===== src/rtl/vic_pkg.sv =====
package vic_pkg;
  typedef enum logic [1:0] {
    REG_CLR = 2'd0,
    REG_DIS = 2'd1,
    REG_ENA = 2'd2,
    REG_VEC = 2'd3
  } reg_off_e;

  // one-hot decode of a source number
  function automatic logic [31:0] idx_to_bit(input logic [4:0] idx);
    logic [31:0] r;
    r = '0;
    r[idx] = 1'b1;
    return r;
  endfunction
endpackage


===== src/rtl/vic_edge_sync.sv =====
module vic_edge_sync #(
  parameter int NSRC = 16
) (
  input  logic            clk,
  input  logic            rst_n,
  input  logic [NSRC-1:0] src_i,
  output logic [NSRC-1:0] rise_o
);
  logic [NSRC-1:0] meta_q, sync_q, prev_q;

  for (genvar g = 0; g < NSRC; g++) begin : g_src
    always_ff @(posedge clk) begin
      if (!rst_n) begin
        meta_q[g] <= 1'b0;
        sync_q[g] <= 1'b0;
        prev_q[g] <= 1'b0;
      end else begin
        meta_q[g] <= src_i[g];
        sync_q[g] <= meta_q[g];
        prev_q[g] <= sync_q[g];
      end
    end
    assign rise_o[g] = sync_q[g] & ~prev_q[g];
  end
endmodule


===== src/rtl/vic_prio_pick.sv =====
module vic_prio_pick #(
  parameter int NSRC = 16,
  localparam int IW = (NSRC > 1) ? $clog2(NSRC) : 1
) (
  input  logic [NSRC-1:0] req_i,
  output logic [IW-1:0]   idx_o,
  output logic            found_o
);
  function automatic logic [IW:0] lowest_one(input logic [NSRC-1:0] v);
    logic [IW:0] r;
    r = '0;
    for (int i = NSRC - 1; i >= 0; i--) begin
      if (v[i]) r = {1'b1, IW'(i)};
    end
    return r;
  endfunction

  logic [IW:0] pick_w;
  assign pick_w  = lowest_one(req_i);
  assign found_o = pick_w[IW];
  assign idx_o   = pick_w[IW-1:0];
endmodule


===== src/rtl/vic_vector_file.sv =====
module vic_vector_file #(
  parameter int NSRC = 16,
  parameter int VW   = 8,
  localparam int IW = (NSRC > 1) ? $clog2(NSRC) : 1
) (
  input  logic          clk,
  input  logic          rst_n,
  input  logic          we_i,
  input  logic [IW-1:0] wsel_i,
  input  logic [VW-1:0] wdata_i,
  input  logic [IW-1:0] rsel_i,
  output logic [VW-1:0] rdata_o
);
  logic [VW-1:0] vec_q [NSRC];

  for (genvar g = 0; g < NSRC; g++) begin : g_vec
    always_ff @(posedge clk) begin
      if (!rst_n)                               vec_q[g] <= '0;
      else if (we_i && (wsel_i == IW'(g)))      vec_q[g] <= wdata_i;
    end
  end

  assign rdata_o = vec_q[rsel_i];
endmodule


===== src/rtl/vec_irq_ctrl.sv =====
module vec_irq_ctrl #(
  parameter int NSRC = 16,
  parameter int VW   = 8,
  localparam int IW = (NSRC > 1) ? $clog2(NSRC) : 1,
  localparam int DW = (NSRC > VW + IW) ? NSRC : VW + IW
) (
  input  logic            clk,
  input  logic            rst_n,
  input  logic [NSRC-1:0] src_i,
  input  logic            wr_en_i,
  input  logic [1:0]      wr_off_i,
  input  logic [DW-1:0]   wr_data_i,
  input  logic            ack_i,
  output logic            irq_o,
  output logic [VW-1:0]   vec_o
);
  import vic_pkg::*;

  logic [NSRC-1:0] pend_q, mask_q, rise_w, clr_w, ack_clr_w, sw_clr_w;
  logic [NSRC-1:0] active_w, wr_bits_w;
  logic            ack_q, ack_start_w, pick_ok_w, vec_we_w;
  logic [IW-1:0]   pick_idx_w;
  logic [VW-1:0]   vec_rd_w, vec_q;
  reg_off_e        off_w;

  assign off_w     = reg_off_e'(wr_off_i);
  assign wr_bits_w = wr_data_i[NSRC-1:0];

  vic_edge_sync #(.NSRC(NSRC)) u_sync (
    .clk(clk), .rst_n(rst_n), .src_i(src_i), .rise_o(rise_w)
  );

  assign active_w = pend_q & mask_q;

  vic_prio_pick #(.NSRC(NSRC)) u_pick (
    .req_i(active_w), .idx_o(pick_idx_w), .found_o(pick_ok_w)
  );

  assign vec_we_w = wr_en_i && (off_w == REG_VEC) &&
                    (int'(wr_data_i[VW+IW-1:VW]) < NSRC);

  vic_vector_file #(.NSRC(NSRC), .VW(VW)) u_vfile (
    .clk(clk), .rst_n(rst_n), .we_i(vec_we_w),
    .wsel_i(wr_data_i[VW+IW-1:VW]), .wdata_i(wr_data_i[VW-1:0]),
    .rsel_i(pick_idx_w), .rdata_o(vec_rd_w)
  );

  assign ack_start_w = ack_i & ~ack_q;
  assign ack_clr_w   = (ack_start_w && pick_ok_w) ?
                       NSRC'(idx_to_bit(5'(pick_idx_w))) : '0;
  assign sw_clr_w    = (wr_en_i && off_w == REG_CLR) ? wr_bits_w : '0;
  assign clr_w       = sw_clr_w | ack_clr_w;

  always_ff @(posedge clk) begin
    if (!rst_n) begin
      pend_q <= '0;
      mask_q <= '0;
      ack_q  <= 1'b0;
      vec_q  <= '0;
    end else begin
      // set has priority over any clear of the same source
      pend_q <= (pend_q & ~clr_w) | rise_w;
      if (wr_en_i && off_w == REG_DIS) mask_q <= mask_q & ~wr_bits_w;
      else if (wr_en_i && off_w == REG_ENA) mask_q <= mask_q | wr_bits_w;
      ack_q <= ack_i;
      if (ack_start_w) vec_q <= pick_ok_w ? vec_rd_w : '0;
    end
  end

  assign irq_o = |active_w;
  assign vec_o = vec_q;
endmodule


===== config.mk =====
export PLATFORM = sky130hd
export DESIGN_NAME = vec_irq_ctrl
export DESIGN_NICKNAME = d
export VERILOG_FILES = /design/src/rtl/vic_pkg.sv /design/src/rtl/vic_edge_sync.sv /design/src/rtl/vic_prio_pick.sv /design/src/rtl/vic_vector_file.sv /design/src/rtl/vec_irq_ctrl.sv
export SDC_FILE = /design/constraint.sdc
export NUM_CORES = 1
export LEC_CHECK = 0
export ABC_AREA = 1
export BUFFER_PORTS_ARGS = -buffer_cell sky130_fd_sc_hd__buf_2
export CAP_MARGIN = 0
export CORE_ASPECT_RATIO = 0.8
export CORE_MARGIN = 2
export CORE_UTILIZATION = 30
export DETAILED_ROUTE_END_ITERATION = 8
export GPL_TIMING_DRIVEN = 0
export PLACE_DENSITY = 0.45
export RECOVER_POWER = 25
export SETUP_SLACK_MARGIN = 0.02
export SLEW_MARGIN = 40
export SYNTH_ARGS = -nofsm -noshare
export SYNTH_HDL_FRONTEND = slang
export SYNTH_SLANG_ARGS = --single-unit

===== constraint.sdc =====
create_clock -name clk -period 5 [get_ports clk]
set_input_delay 0.75 -clock clk [delete_from_list [all_inputs] [get_ports clk]]
set_output_delay 0.75 -clock clk [all_outputs]
set_load 0.02 [all_outputs]

Word level (Yosys, flattened, before mapping)
Memory sizes are Yosys's and may differ from the RTL's.
Index checks and enable logic that the tools add are counted.
{ "totals": {"reg_bits": 89, "mem_bits_rw": 128, "in_bits": 38, "memories": 1} }
{ "mem_list": {"columns": ["memory", "depth", "width", "read_ports", "rd_clocked_by_memory_dff", "wr", "line", "source"], "rows": [
  ["u_vfile.vec_q", 16, 8, 1, 0, 16, "vic_vector_file.sv:14", "logic [VW-1:0] vec_q [NSRC];"]
]} }
{ "op_classes": {"magnitude_cmp": 2, "n_eq_ne": 18, "n_mux": 88, "bitwise_logic": 58, "n_reduce_logical": 26} }
{ "ops": {"columns": ["operator", "n"], "rows": [
  ["$mux 8", 17],
  ["$mux 5", 16],
  ["$mux 16", 4],
  ["$mux 1", 50],
  ["$and 16x16->16", 3],
  ["$or 16x16->16", 3],
  ["$eq 4x4->1 const B", 8],
  ["$not 16->16", 2],
  ["$logic_and 1x1->1", 22],
  ["$and 1x1->1", 17],
  ["$not 1->1", 17],
  ["$eq 4x3->1 const B", 4],
  ["$or 1x1->1", 16],
  ["$reduce_or 16->1", 1],
  ["$eq 4x2->1 const B", 2],
  ["$lt 4x6->1 const B", 1],
  ["$demux 1 s4", 1],
  ["$eq 2x2->1 const B", 2],
  ["$eq 4x1->1 const B", 1],
  ["$ge 4x1->1 const B", 1],
  ["$logic_not 4->1", 1],
  ["$eq 2x1->1 const B", 1],
  ["$logic_not 2->1", 1],
  ["$reduce_bool 2->1", 1]
]} }

Depth between registers and ports, before layout
Gate-level depths: netlist (run 1).
{ "depth": {"depth_word": 26, "depth_mapped": 27, "ltp_nobuf": 26} }

Cells and area by module
Synthesis (run 1) repeated with hierarchy kept, for this count alone.
{ "hier_totals": {"hier_cells": 1286, "hier_area_um2": 10033.4} }
{ "by_module_without_submodules": {"columns": ["mod", "n_inst", "cells_each", "area_per_inst_um2"], "rows": [
  ["vic_vector_file", 1, 723, 6277.3],
  ["vec_irq_ctrl", 1, 333, 2065.7],
  ["vic_edge_sync", 1, 181, 1481.4],
  ["vic_prio_pick", 1, 49, 209.0]
]} }

Worst setup path before layout (run 1)
OpenSTA, ideal clock, no wires.
{ "synth_path": {"path_type": "input to register", "start": "in ack_i", "end": "reg pend_q[7]", "arrival_ns": 2.144, "required_time_ns": 4.878, "setup_slack_ns": 2.735, "cell_stages": 9, "n_path_buf": 0, "path_cell_list": "inv_1 > nor2_1 > clkinv_1 > nor2_1 > inv_1 > nor3_1 > nand2_1 > nand4_1 > o21ai_0"} }
{ "synth_via": {"elab_chain_len": 7} }
{ "synth_rtl": {"columns": ["item", "line", "source"], "rows": [
  ["start: declaration", "vec_irq_ctrl.sv:13", "input logic ack_i,"],
  ["$and 1x1->1", "vec_irq_ctrl.sv:48", "assign ack_start_w = ack_i & ~ack_q;"],
  ["$logic_and 1x1->1", "vec_irq_ctrl.sv:49", "assign ack_clr_w = (ack_start_w && pick_ok_w) ?"],
  ["$mux 16", "vec_irq_ctrl.sv:49", null],
  ["$or 16x16->16", "vec_irq_ctrl.sv:52", "assign clr_w = sw_clr_w | ack_clr_w;"],
  ["$not 16->16", "vec_irq_ctrl.sv:62", "pend_q <= (pend_q & ~clr_w) | rise_w;"],
  ["$and 16x16->16", "vec_irq_ctrl.sv:62", null],
  ["$or 16x16->16", "vec_irq_ctrl.sv:62", null],
  ["end signal: assignment", "vec_irq_ctrl.sv:62", null],
  ["end: declaration", "vec_irq_ctrl.sv:19", "logic [NSRC-1:0] pend_q, mask_q, rise_w, clr_w, ack_clr_w, sw_clr_w;"]
]} }
No other way between the ends.
A chain may end at the register's enable or synchronous reset.

==> metrics.txt, run 1 <==
router iterations before antenna repair 5; total standard cell area after synthesis 9370 sq um; setup repair after global routing missed its margin no; clock input transition at the sequential cells of the worst setup and hold paths 60 ps; Antenna Cells 0; overall fraction of global-route tracks in use 0.1807; Post-synth top flop sky130_fd_sc_hd__edfxtp_1; vias in the first global route 7181; highest signal layer in the routed design met4; highest-count cells in the layout ignoring fill and taps 335 x sky130_fd_sc_hd__nand2_1, 238 x sky130_fd_sc_hd__nor2_1, 128 x sky130_fd_sc_hd__edfxtp_1; Fill cells 3267; maximum number of pins on one net before global-route repair 13; layout overhead on the synthesized area 16.04%; register cell area after layout 5625 sq um; overflow left after global routing 0; vias after detailed routing 7449; first-pass GRT wire length 44100 microns; routed wire length on met2 11640 microns; final slew viol count 0; power density cells 381.4 nW/um^2; Final Cycle Share 0.5792; combinational family with the most area after synthesis simple AND/OR/NAND/NOR gates; warning count from the yosys run 0; initial core utilization 0.3070; core area 30520 sq um; result of the run completed; simple-gate share of the synthesized area 0.2859; design area 10870 sq um; number of synthesized register bits 217; antenna violations before repair 0; area enclosed by the die boundary 32670 sq um; Clock Root Buffer sky130_fd_sc_hd__clkbuf_16; endpoint type of the worst setup path register; CTS tree yes; required arrival time at the worst endpoint 5400 ps; Setup TNS 0 ps; share of final-layout standard cells stronger than drive strength 1 0.08079; Worst slew margin 0.2227; Residual DRC 0; io pins 47; number of instances on the worst hold path 3; number of buffers created by CTS 24; number of cell rows 57; class of the worst hold path input pin to register; number of nets at the end of the flow 1235; biggest fanout along the worst timing path 10; crit path kind register to register; sum of routed wire length over all layers 29230 microns; Synth async-reset ratio 0; total clock sinks 217; via-per-instance ratio 4.581; area of the multi-input gates 3047 sq um; maximum vdd drop 0.2236 mV; unique cell type count in the Yosys netlist 28; final worst clock skew 21.48 ps; most common cell after layout, fill and taps aside sky130_fd_sc_hd__nand2_1; mux contribution to synthesized area 0; Static Leakage 4.791 nW; Met1 Wirelength 14900 microns; fin crit period 2896 ps; Max Clock Freq 0.3453 GHz; Post-Place Cell Area 10140 sq um; number of flops mapped to enable cells by yosys 128; die span in y 162.1 microns; Post-CTS Hold Buffers 0; Final Hold Viols 0; post-detailed-placement half-perimeter wirelength 20950 microns; cell count of the worst reg-to-reg path 26; number of DRC markers in iteration 0 606; register area share after synthesis 0.6003; Post-CTS Setup Inserts 0; net count of the mapped netlist 1164; XOR/XNOR share of the synthesized area 0; Worst Path Arrival 3300 ps; maximum buffer depth of the clock tree 3; Clk Latency, worst-skew pair 530 ps; instance count of the mapped netlist 1126; measured slew at the worst slew-check pin 1157 ps; count of port buffers added during placement 45; WL met3 2029 microns; number of violations of the max-capacitance limit 0; compound-gate portion of the synthesized area 0.03766; horizontal die dimension 201.6 microns; number of setup violations in the final report 0; routed length per placed instance 17.98 microns; Max H-tree Level 1; critical path startpoint category register; post-CTS sizing 0; Post-Synthesis Mean Instance Area 8.322 sq um; weighted congestion reported at the end of routability-driven placement 0.8663; antenna-violating nets left 0; share of synthesized cell area in full adder, half adder and majority cells 0
-- stage by stage --
stage | worst slack [ps] | utilization | power, mW | std cells | hold slack, ps
2_1_floorplan | 2735 | - | 2.274 | 1126 | 390.5
3_3_place_gp | 1616 | 0.3313 | 2.453 | 1584 | 398.2
3_5_place_dp | 1597 | 0.3321 | 2.456 | 1584 | 397.1
4_1_cts | 2132 | 0.3569 | 4.185 | 1626 | 384.6
5_1_grt | 1757 | 0.3562 | 4.301 | 1626 | 406.6
6_report | 2104 | 0.3562 | 4.147 | 1626 | 401.2
-- flip-flops by register name (all words and copies together) (netlist names), named ones only --
register,flops
u_vfile.vec_q,128
pend_q,16
u_sync.meta_q,16
u_sync.prev_q,16
u_sync.sync_q,16
vec_o,8
ack_q,1
-- cell usage after synthesis (3+ instances only) --
cell type                    n  area [sq um]
sky130_fd_sc_hd__nand2_1   335          1257
sky130_fd_sc_hd__nor2_1    238         893.4
sky130_fd_sc_hd__edfxtp_1  128          3844
sky130_fd_sc_hd__inv_1     123         461.7
sky130_fd_sc_hd__dfxtp_1    89          1782
sky130_fd_sc_hd__nand3_1    42         210.2
sky130_fd_sc_hd__o21ai_0    38         190.2
sky130_fd_sc_hd__clkbuf_1   24         90.09
sky130_fd_sc_hd__a21oi_1    23         115.1
sky130_fd_sc_hd__nand4_1    16         100.1
sky130_fd_sc_hd__nor3_1     16         80.08
sky130_fd_sc_hd__clkinv_1    9         33.78
sky130_fd_sc_hd__nand3b_1    7         52.55
sky130_fd_sc_hd__buf_1       6         22.52
sky130_fd_sc_hd__buf_2       6         30.03
sky130_fd_sc_hd__buf_6       4         45.04
sky130_fd_sc_hd__or2_1       4         25.02
sky130_fd_sc_hd__buf_4       3         22.52
sky130_fd_sc_hd__nand2_2     3         18.77
-- routing by layer --
metal  vias up  track usage
met2       196       0.2566
met4         0      0.04178
met5         -            0
met1      3525       0.2788
li1       3684            -
met3        44      0.03672
-- power breakdown --
part	switching, mW	internal (mW)	leakage (nW)
Clock	0.713	1.01	0.375
Sequential	0.0272	1.98	1.95
Combinational	0.313	0.101	2.47
-- critical path, stage by stage (launching register included) --
cell and delay (ps):
sky130_fd_sc_hd__dfxtp_1 330, sky130_fd_sc_hd__nand2_1 80, sky130_fd_sc_hd__inv_1 60, sky130_fd_sc_hd__nand2_1 50, sky130_fd_sc_hd__nand2_1 50, sky130_fd_sc_hd__nand2_1 60, sky130_fd_sc_hd__nand2_1 60, sky130_fd_sc_hd__nand2_1 60
sky130_fd_sc_hd__nand2_1 60, sky130_fd_sc_hd__nand2_1 70, sky130_fd_sc_hd__nand2_1 60, sky130_fd_sc_hd__nand2_1 80, sky130_fd_sc_hd__nand2_1 60, sky130_fd_sc_hd__nand2_1 40, sky130_fd_sc_hd__nand2_1 50, sky130_fd_sc_hd__nand2_1 60
sky130_fd_sc_hd__nand2_2 90, sky130_fd_sc_hd__nand2_2 100, sky130_fd_sc_hd__buf_2 240, sky130_fd_sc_hd__o21ai_0 470, sky130_fd_sc_hd__nand2_1 120, sky130_fd_sc_hd__nand2_1 80, sky130_fd_sc_hd__nand2_1 50, sky130_fd_sc_hd__nand3_1 140
sky130_fd_sc_hd__nor2_1 80, sky130_fd_sc_hd__nor2_1 90, sky130_fd_sc_hd__nor2_1 40
-- kinds of logic (layout without fill, tap and decap cells) --
kind of cell / after synthesis / in the layout
and+or+nand+nor: 665 / 665
AOI/OAI and AO/OA: 67 / 67
DFF: 217 / 217
buffers and inverters: 177 / 264
-- final timing paths --
path / startpoint / endpoint / slack (ps)
worst max-delay path: register / vec_o[5] / 2100
worst min-delay path: src_i[15] / u_sync.meta_q[15] / 400
worst max register to register: register / vec_o[5] / 2100
worst min register to register: u_sync.meta_q[6] / u_sync.sync_q[6] / 410
-- layout make-up --
class,count,share of cell area
buffer,43,0.01945
clock buffer,41,0.06893
clock inverter,1,0.0005754
inverter,134,0.04626
multi-input combinational,732,0.2802
sequential,217,0.5174
tap,413,0.04753
timing repair buffer,45,0.01968
Note: power is estimated with default switching activity, not from simulation.
==> inputs of run 2 (changes only) <==
- PLACE_DENSITY: 0.45 -> 0.46
- clock period: 5 -> 2.3 ns (I/O delays scaled with it)
==> run 2 against run 1 <==
  * The run now ends with negative setup slack left
  * Clock power increased by 140%
  * Largest power group unchanged
  * Critical path type unchanged
  * Hold slack got worse by 380 ps
  * Critical endpoint unchanged
  * Flip-flop and latch count unchanged
  * Count of clock-buffer cells in the layout decreased by 8
  * Core utilization increased by 2.5 points
  * Sequential share of layout area decreased by 3.3 points
  * Critical path depth decreased by 10
  * Combinational power increased to 2.6 times the previous value
  * Global-route usage decreased by 0.21 points
  * Final cell count increased by 1.7%
  * Worst setup slack got worse by 2400 ps
  * Largest cell class unchanged
==> metrics.txt, run 2 (synthesized netlist as in run 1, its figures left out) <==
design area 11630 sq um; CTS tree yes; count of port buffers added during placement 45; initial core utilization 0.3070; die span in y 162.1 microns; most common cell after layout, fill and taps aside sky130_fd_sc_hd__nand2_1; weighted congestion reported at the end of routability-driven placement 0.8726; result of the run finished with violations; highest signal layer in the routed design met4; number of setup violations in the final report 16; router iterations before antenna repair 5; endpoint type of the worst setup path register; Worst slew margin 0.2008; final worst clock skew 10.92 ps; Worst Path Arrival 2990 ps; number of nets at the end of the flow 1261; number of cell rows 57; Post-Place Cell Area 10140 sq um; Final Cycle Share 1.128; vias in the first global route 7025; sum of routed wire length over all layers 29470 microns; largest reg by FF count u_vfile.vec_q; WL met3 1919 microns; antenna violations before repair 0; clock input transition at the sequential cells of the worst setup and hold paths 60 ps; Max H-tree Level 1; Residual DRC 0; measured slew at the worst slew-check pin 1190 ps; horizontal die dimension 201.6 microns; area of the multi-input gates 3289 sq um; power density cells 820.7 nW/um^2; post-detailed-placement half-perimeter wirelength 20770 microns; Met1 Wirelength 15120 microns; biggest fanout along the worst timing path 6; setup repair after global routing missed its margin yes; maximum buffer depth of the clock tree 3; critical-path cell with the highest stage delay sky130_fd_sc_hd__dfxtp_1; Clock Root Buffer sky130_fd_sc_hd__clkbuf_16; startpoint of the tightest hold check path src_i[13]; share of final-layout standard cells stronger than drive strength 1 0.1548; ordered list of cells on the worst path nand2_2 > nand2_1 > a31oi_1 > nor2_1 > o21bai_1 > a21oi_4 > buf_4 > nand3_4 > clkbuf_16 > or2_1 > nand3_1 > nand2_1 > nand2_1 > nor2_2 > nor2_1 > nor2_1; highest-count cells in the layout ignoring fill and taps 302 x sky130_fd_sc_hd__nand2_1, 219 x sky130_fd_sc_hd__nor2_1, 128 x sky130_fd_sc_hd__edfxtp_1; maximum vdd drop 0.4626 mV; Clk Latency, worst-skew pair 520 ps; overflow left after global routing 0; crit path kind register to register; fin crit period 2595 ps; first-pass GRT wire length 43560 microns; family of cells with the greatest summed delay on the critical path simple AND/OR/NAND/NOR gates; delay of the slowest cell on the worst path 340 ps; Max Clock Freq 0.3854 GHz; class of the worst hold path input pin to register; Antenna Cells 0; via-per-instance ratio 4.633; least setup slack across all paths after layout -294.9 ps; maximum number of pins on one net before global-route repair 14; required arrival time at the worst endpoint 2690 ps; number of buffers created by CTS 24; io pins 47; final slew viol count 0; layout overhead on the synthesized area 24.10%; Static Leakage 5.098 nW; total clock sinks 217; register cell area after layout 5629 sq um; routed length per placed instance 17.83 microns; critical path startpoint category register; overall fraction of global-route tracks in use 0.1786; worst slack after detailed placement -733.6 ps; Final Hold Viols 0; number of violations of the max-capacitance limit 0; Fill cells 3237; area enclosed by the die boundary 32670 sq um; violated checks negative setup slack; antenna-violating nets left 0; routed wire length on met2 11870 microns; number of flip-flops under the largest register name 128; vias after detailed routing 7659; WP buf/inv 2; number of DRC markers in iteration 0 673; core area 30520 sq um
-- run 2: metal layers --
layer | vias to the layer above | track usage
met5 | - | 0
met4 | 0 | 0.03643
met3 | 35 | 0.02769
met2 | 213 | 0.2560
met1 | 3678 | 0.2811
li1 | 3733 | -
-- run 2: worst paths after layout --
kind | to | slack (ps) | cells past startpoint
setup / recovery | vec_o[5] | -290 | 16
hold / removal | u_sync.meta_q[13] | 20 | 3
setup reg to reg | vec_o[5] | -290 | 16
hold reg to reg | pend_q[5] | 400 | 1
-- run 2: layout make-up --
| type | instances | area share |
|---|---|---|
| inverters | 134 | 0.04358 |
| clock inverters | 10 | 0.01291 |
| plain buffers | 43 | 0.02744 |
| multi-input cells | 732 | 0.2829 |
| repair buffers | 71 | 0.04551 |
| flip-flops and latches | 217 | 0.4841 |
| clock buffers | 33 | 0.05918 |
| well taps | 413 | 0.04444 |
-- run 2: through the flow --
stage	power [mW]	TNS [ps]	utilization	std cells	hold slack, ps
floorplan	4.944	0	-	1126	390.5
global placement	5.331	-61760	0.3313	1584	393.7
detailed placement	5.336	-8580	0.3321	1584	396.6
CTS	9.538	-2455	0.3703	1646	3.850
global route	9.897	-7622	0.3810	1653	11.92
finish	9.544	-2951	0.3810	1653	19.65
-- run 2: what timing repair did --
action / in CTS / in global routing
pin swaps: 5 / 19
cloned: 0 / 3
endpoints found under the hold margin: 11 / 0
buffers inserted: 8 / 4
hold buffers: 11 / 0
resized for setup: 54 / 73
setup endpoints to repair: 25 / 25
-- run 2: where the power goes --
group / switching (mW) / internal [mW]
clock: 1.57 / 2.53
sequential: 0.0637 / 4.30
combinational: 0.743 / 0.328
total: 2.38 / 7.16
-- run 2: worst register-to-register path, delay by kind of cell (launching register included) --
family	cells	cell delay [ps]
simple gates	11	1160
compound gates	3	500
flops	1	340
buf+inv	2	450
==> inputs of run 3 (changes only) <==
- ABC_CLOCK_PERIOD_IN_PS: default -> 2300
- CORE_UTILIZATION: 30 -> 55
- PLACE_DENSITY: 0.46 -> 0.76
- REMOVE_ABC_BUFFERS: default -> 1
==> run 3 against run 2 <==
  * The flow finishes with violations (max-capacitance violations, max-slew violations, negative setup slack)
  * Via count rose by 4.0%
  * Worst setup slack better by 76 ps
  * First-iteration DRC count up 45%
  * Final area decreased by 4.0%
  * Clock skew is essentially flat
  * Total power down 4.9%
  * Maximum frequency is 3.0% higher
  * Core utilization rose by 29 points
  * Combinational power is 7% lower
  * Critical path type unchanged
  * Largest cell class unchanged
  * Largest power group unchanged
==> metrics.txt, run 3 (synthesized netlist as in run 1, its figures left out) <==
result of the run finished with violations; violated checks max-capacitance violations, max-slew violations, negative setup slack; Antenna Cells 0; number of flip-flops under the largest register name 128; critical path startpoint category register; Worst slew margin -0.09845; required arrival time at the worst endpoint 2670 ps; antenna violations before repair 0; vias in the first global route 7102; Static Leakage 4.959 nW; family of cells with the greatest summed delay on the critical path simple AND/OR/NAND/NOR gates; routed length per placed instance 17.93 microns; critical-path cell with the highest stage delay sky130_fd_sc_hd__dfxtp_2; core area 16610 sq um; Residual DRC 0; fin crit period 2518 ps; endpoint type of the worst setup path register; post-detailed-placement half-perimeter wirelength 14920 microns; number of buffers created by CTS 22; total clock sinks 217; router iterations before antenna repair 6; CTS tree yes; count of port buffers added during placement 46; final worst clock skew 10.44 ps; via-per-instance ratio 5.571; most common cell after layout, fill and taps aside sky130_fd_sc_hd__nand2_1; die span in y 120.7 microns; cell with the most instances on the worst path sky130_fd_sc_hd__nand2_1; least setup slack across all paths after layout -218.5 ps; design area 11160 sq um; number of nets at the end of the flow 1232; logic depth of the worst path, buffers included 26; Final Cycle Share 1.095; power density cells 813.6 nW/um^2; highest-count cells in the layout ignoring fill and taps 316 x sky130_fd_sc_hd__nand2_1, 224 x sky130_fd_sc_hd__nor2_1, 128 x sky130_fd_sc_hd__edfxtp_1; measured slew at the worst slew-check pin 1648 ps; number of cell rows 42; WP buf/inv 2; Clock Root Buffer sky130_fd_sc_hd__clkbuf_16; number of setup violations in the final report 11; delay of the slowest cell on the worst path 340 ps; Worst Path Arrival 2880 ps; clock input transition at the sequential cells of the worst setup and hold paths 60 ps; Max Clock Freq 0.3971 GHz; cell count of the worst reg-to-reg path 26; final slew viol count 21; first-pass GRT wire length 38290 microns; number of instances on the worst hold path 3; overflow left after global routing 0; setup repair after global routing missed its margin yes; number of violations of the max-capacitance limit 1; overall fraction of global-route tracks in use 0.2756; area enclosed by the die boundary 18100 sq um; initial core utilization 0.5643; Setup TNS -1810 ps; Final Hold Viols 0; vias after detailed routing 7967; Post-Place Cell Area 9754 sq um; biggest fanout along the worst timing path 7; io pins 47; Post-CTS Hold Buffers 0; antenna-violating nets left 0; largest reg by FF count u_vfile.vec_q; crit path kind register to register; maximum number of pins on one net before global-route repair 65; share of final-layout standard cells stronger than drive strength 1 0.1446; class of the worst hold path input pin to register; maximum vdd drop 0.7027 mV; number of DRC markers in iteration 0 975; layout overhead on the synthesized area 19.08%; Max H-tree Level 1; weighted congestion reported at the end of routability-driven placement 0.9701; sum of routed wire length over all layers 25640 microns; Clk Latency, worst-skew pair 500 ps; horizontal die dimension 149.9 microns; maximum buffer depth of the clock tree 3
==> run 3: cell types whose count changed in the layout (fill, tap and decap cells not counted), sizes merged, moves of 2 or more <==
cell,change
nand2,+8
nand3,+3
dlygate4sd3,-11
bufinv,-3
buf,+2
clkbuf,-28
==> run 3: final cells by class <==
class                   count  area [sq um]
clock buffers              35         711.9
clock inverters             5         52.55
repair inverters            1         5.005
flip-flops and latches    217          5633
fillers                  1278          5448
inverters                 134         509.2
multi-input cells         743          3430
well taps                 220         275.3
repair buffers             75         541.8
==> run 3: power breakdown <==
part	total, mW	internal [mW]	switching [mW]
registers	4.38	4.30	0.0758
clock network	3.69	2.23	1.46
logic	1.00	0.302	0.703
total	9.08	6.84	2.24
==> run 3: metal layers <==
metal / wire (microns) / up-vias / GRT usage
met5: 0 / - / 0
met4: 997 / 0 / 0.09021
li1: - / 3699 / -
met1: 9778 / 3667 / 0.4011
met3: 3325 / 89 / 0.06151
met2: 11540 / 512 / 0.4112
==> run 3: worst paths after layout <==
| kind | startpoint | end | slack, ps |
|---|---|---|---|
| worst min-delay path | src_i[9] | u_sync.meta_q[9] | 20 |
| worst max register to register | pend_q[15] | vec_o[3] | -220 |
| worst min register to register | u_sync.prev_q[1] | pend_q[1] | 410 |
| worst max-delay path | pend_q[15] | vec_o[3] | -220 |
==> run 3: worst reg2reg max path, delay by kind of cell, from the launching register on <==
| kind | cells | cell delay (ps) |
|---|---|---|
| AO/OA/AOI/OAI | 2 | 150 |
| buffers and inverters | 2 | 200 |
| flip-flops | 1 | 340 |
| AND/OR/NAND/NOR | 22 | 1700 |
==> run 3: repair_timing <==
item                                   4_1_cts  5_1_grt
endpoints found under the hold margin        0        0
setup endpoints to repair                   25       25
buffers inserted                            13       13
pin swaps                                   14       18
resized for setup                           48       44
gates cloned                                 8        4
==> run 3: stage by stage <==
step | setup slack (ps) | utilization | hold slack (ps) | std cells | power [mW]
floorplan | -413.9 | - | 390.0 | 1083 | 4.888
global placement | -1451 | 0.5821 | 392.4 | 1349 | 5.181
finish | -218.5 | 0.6719 | 18.80 | 1430 | 9.078
global route | -439.9 | 0.6719 | 16.46 | 1430 | 9.360
CTS | -142.1 | 0.6550 | 11.29 | 1413 | 8.943
detailed placement | -1524 | 0.5874 | 397.8 | 1352 | 5.212
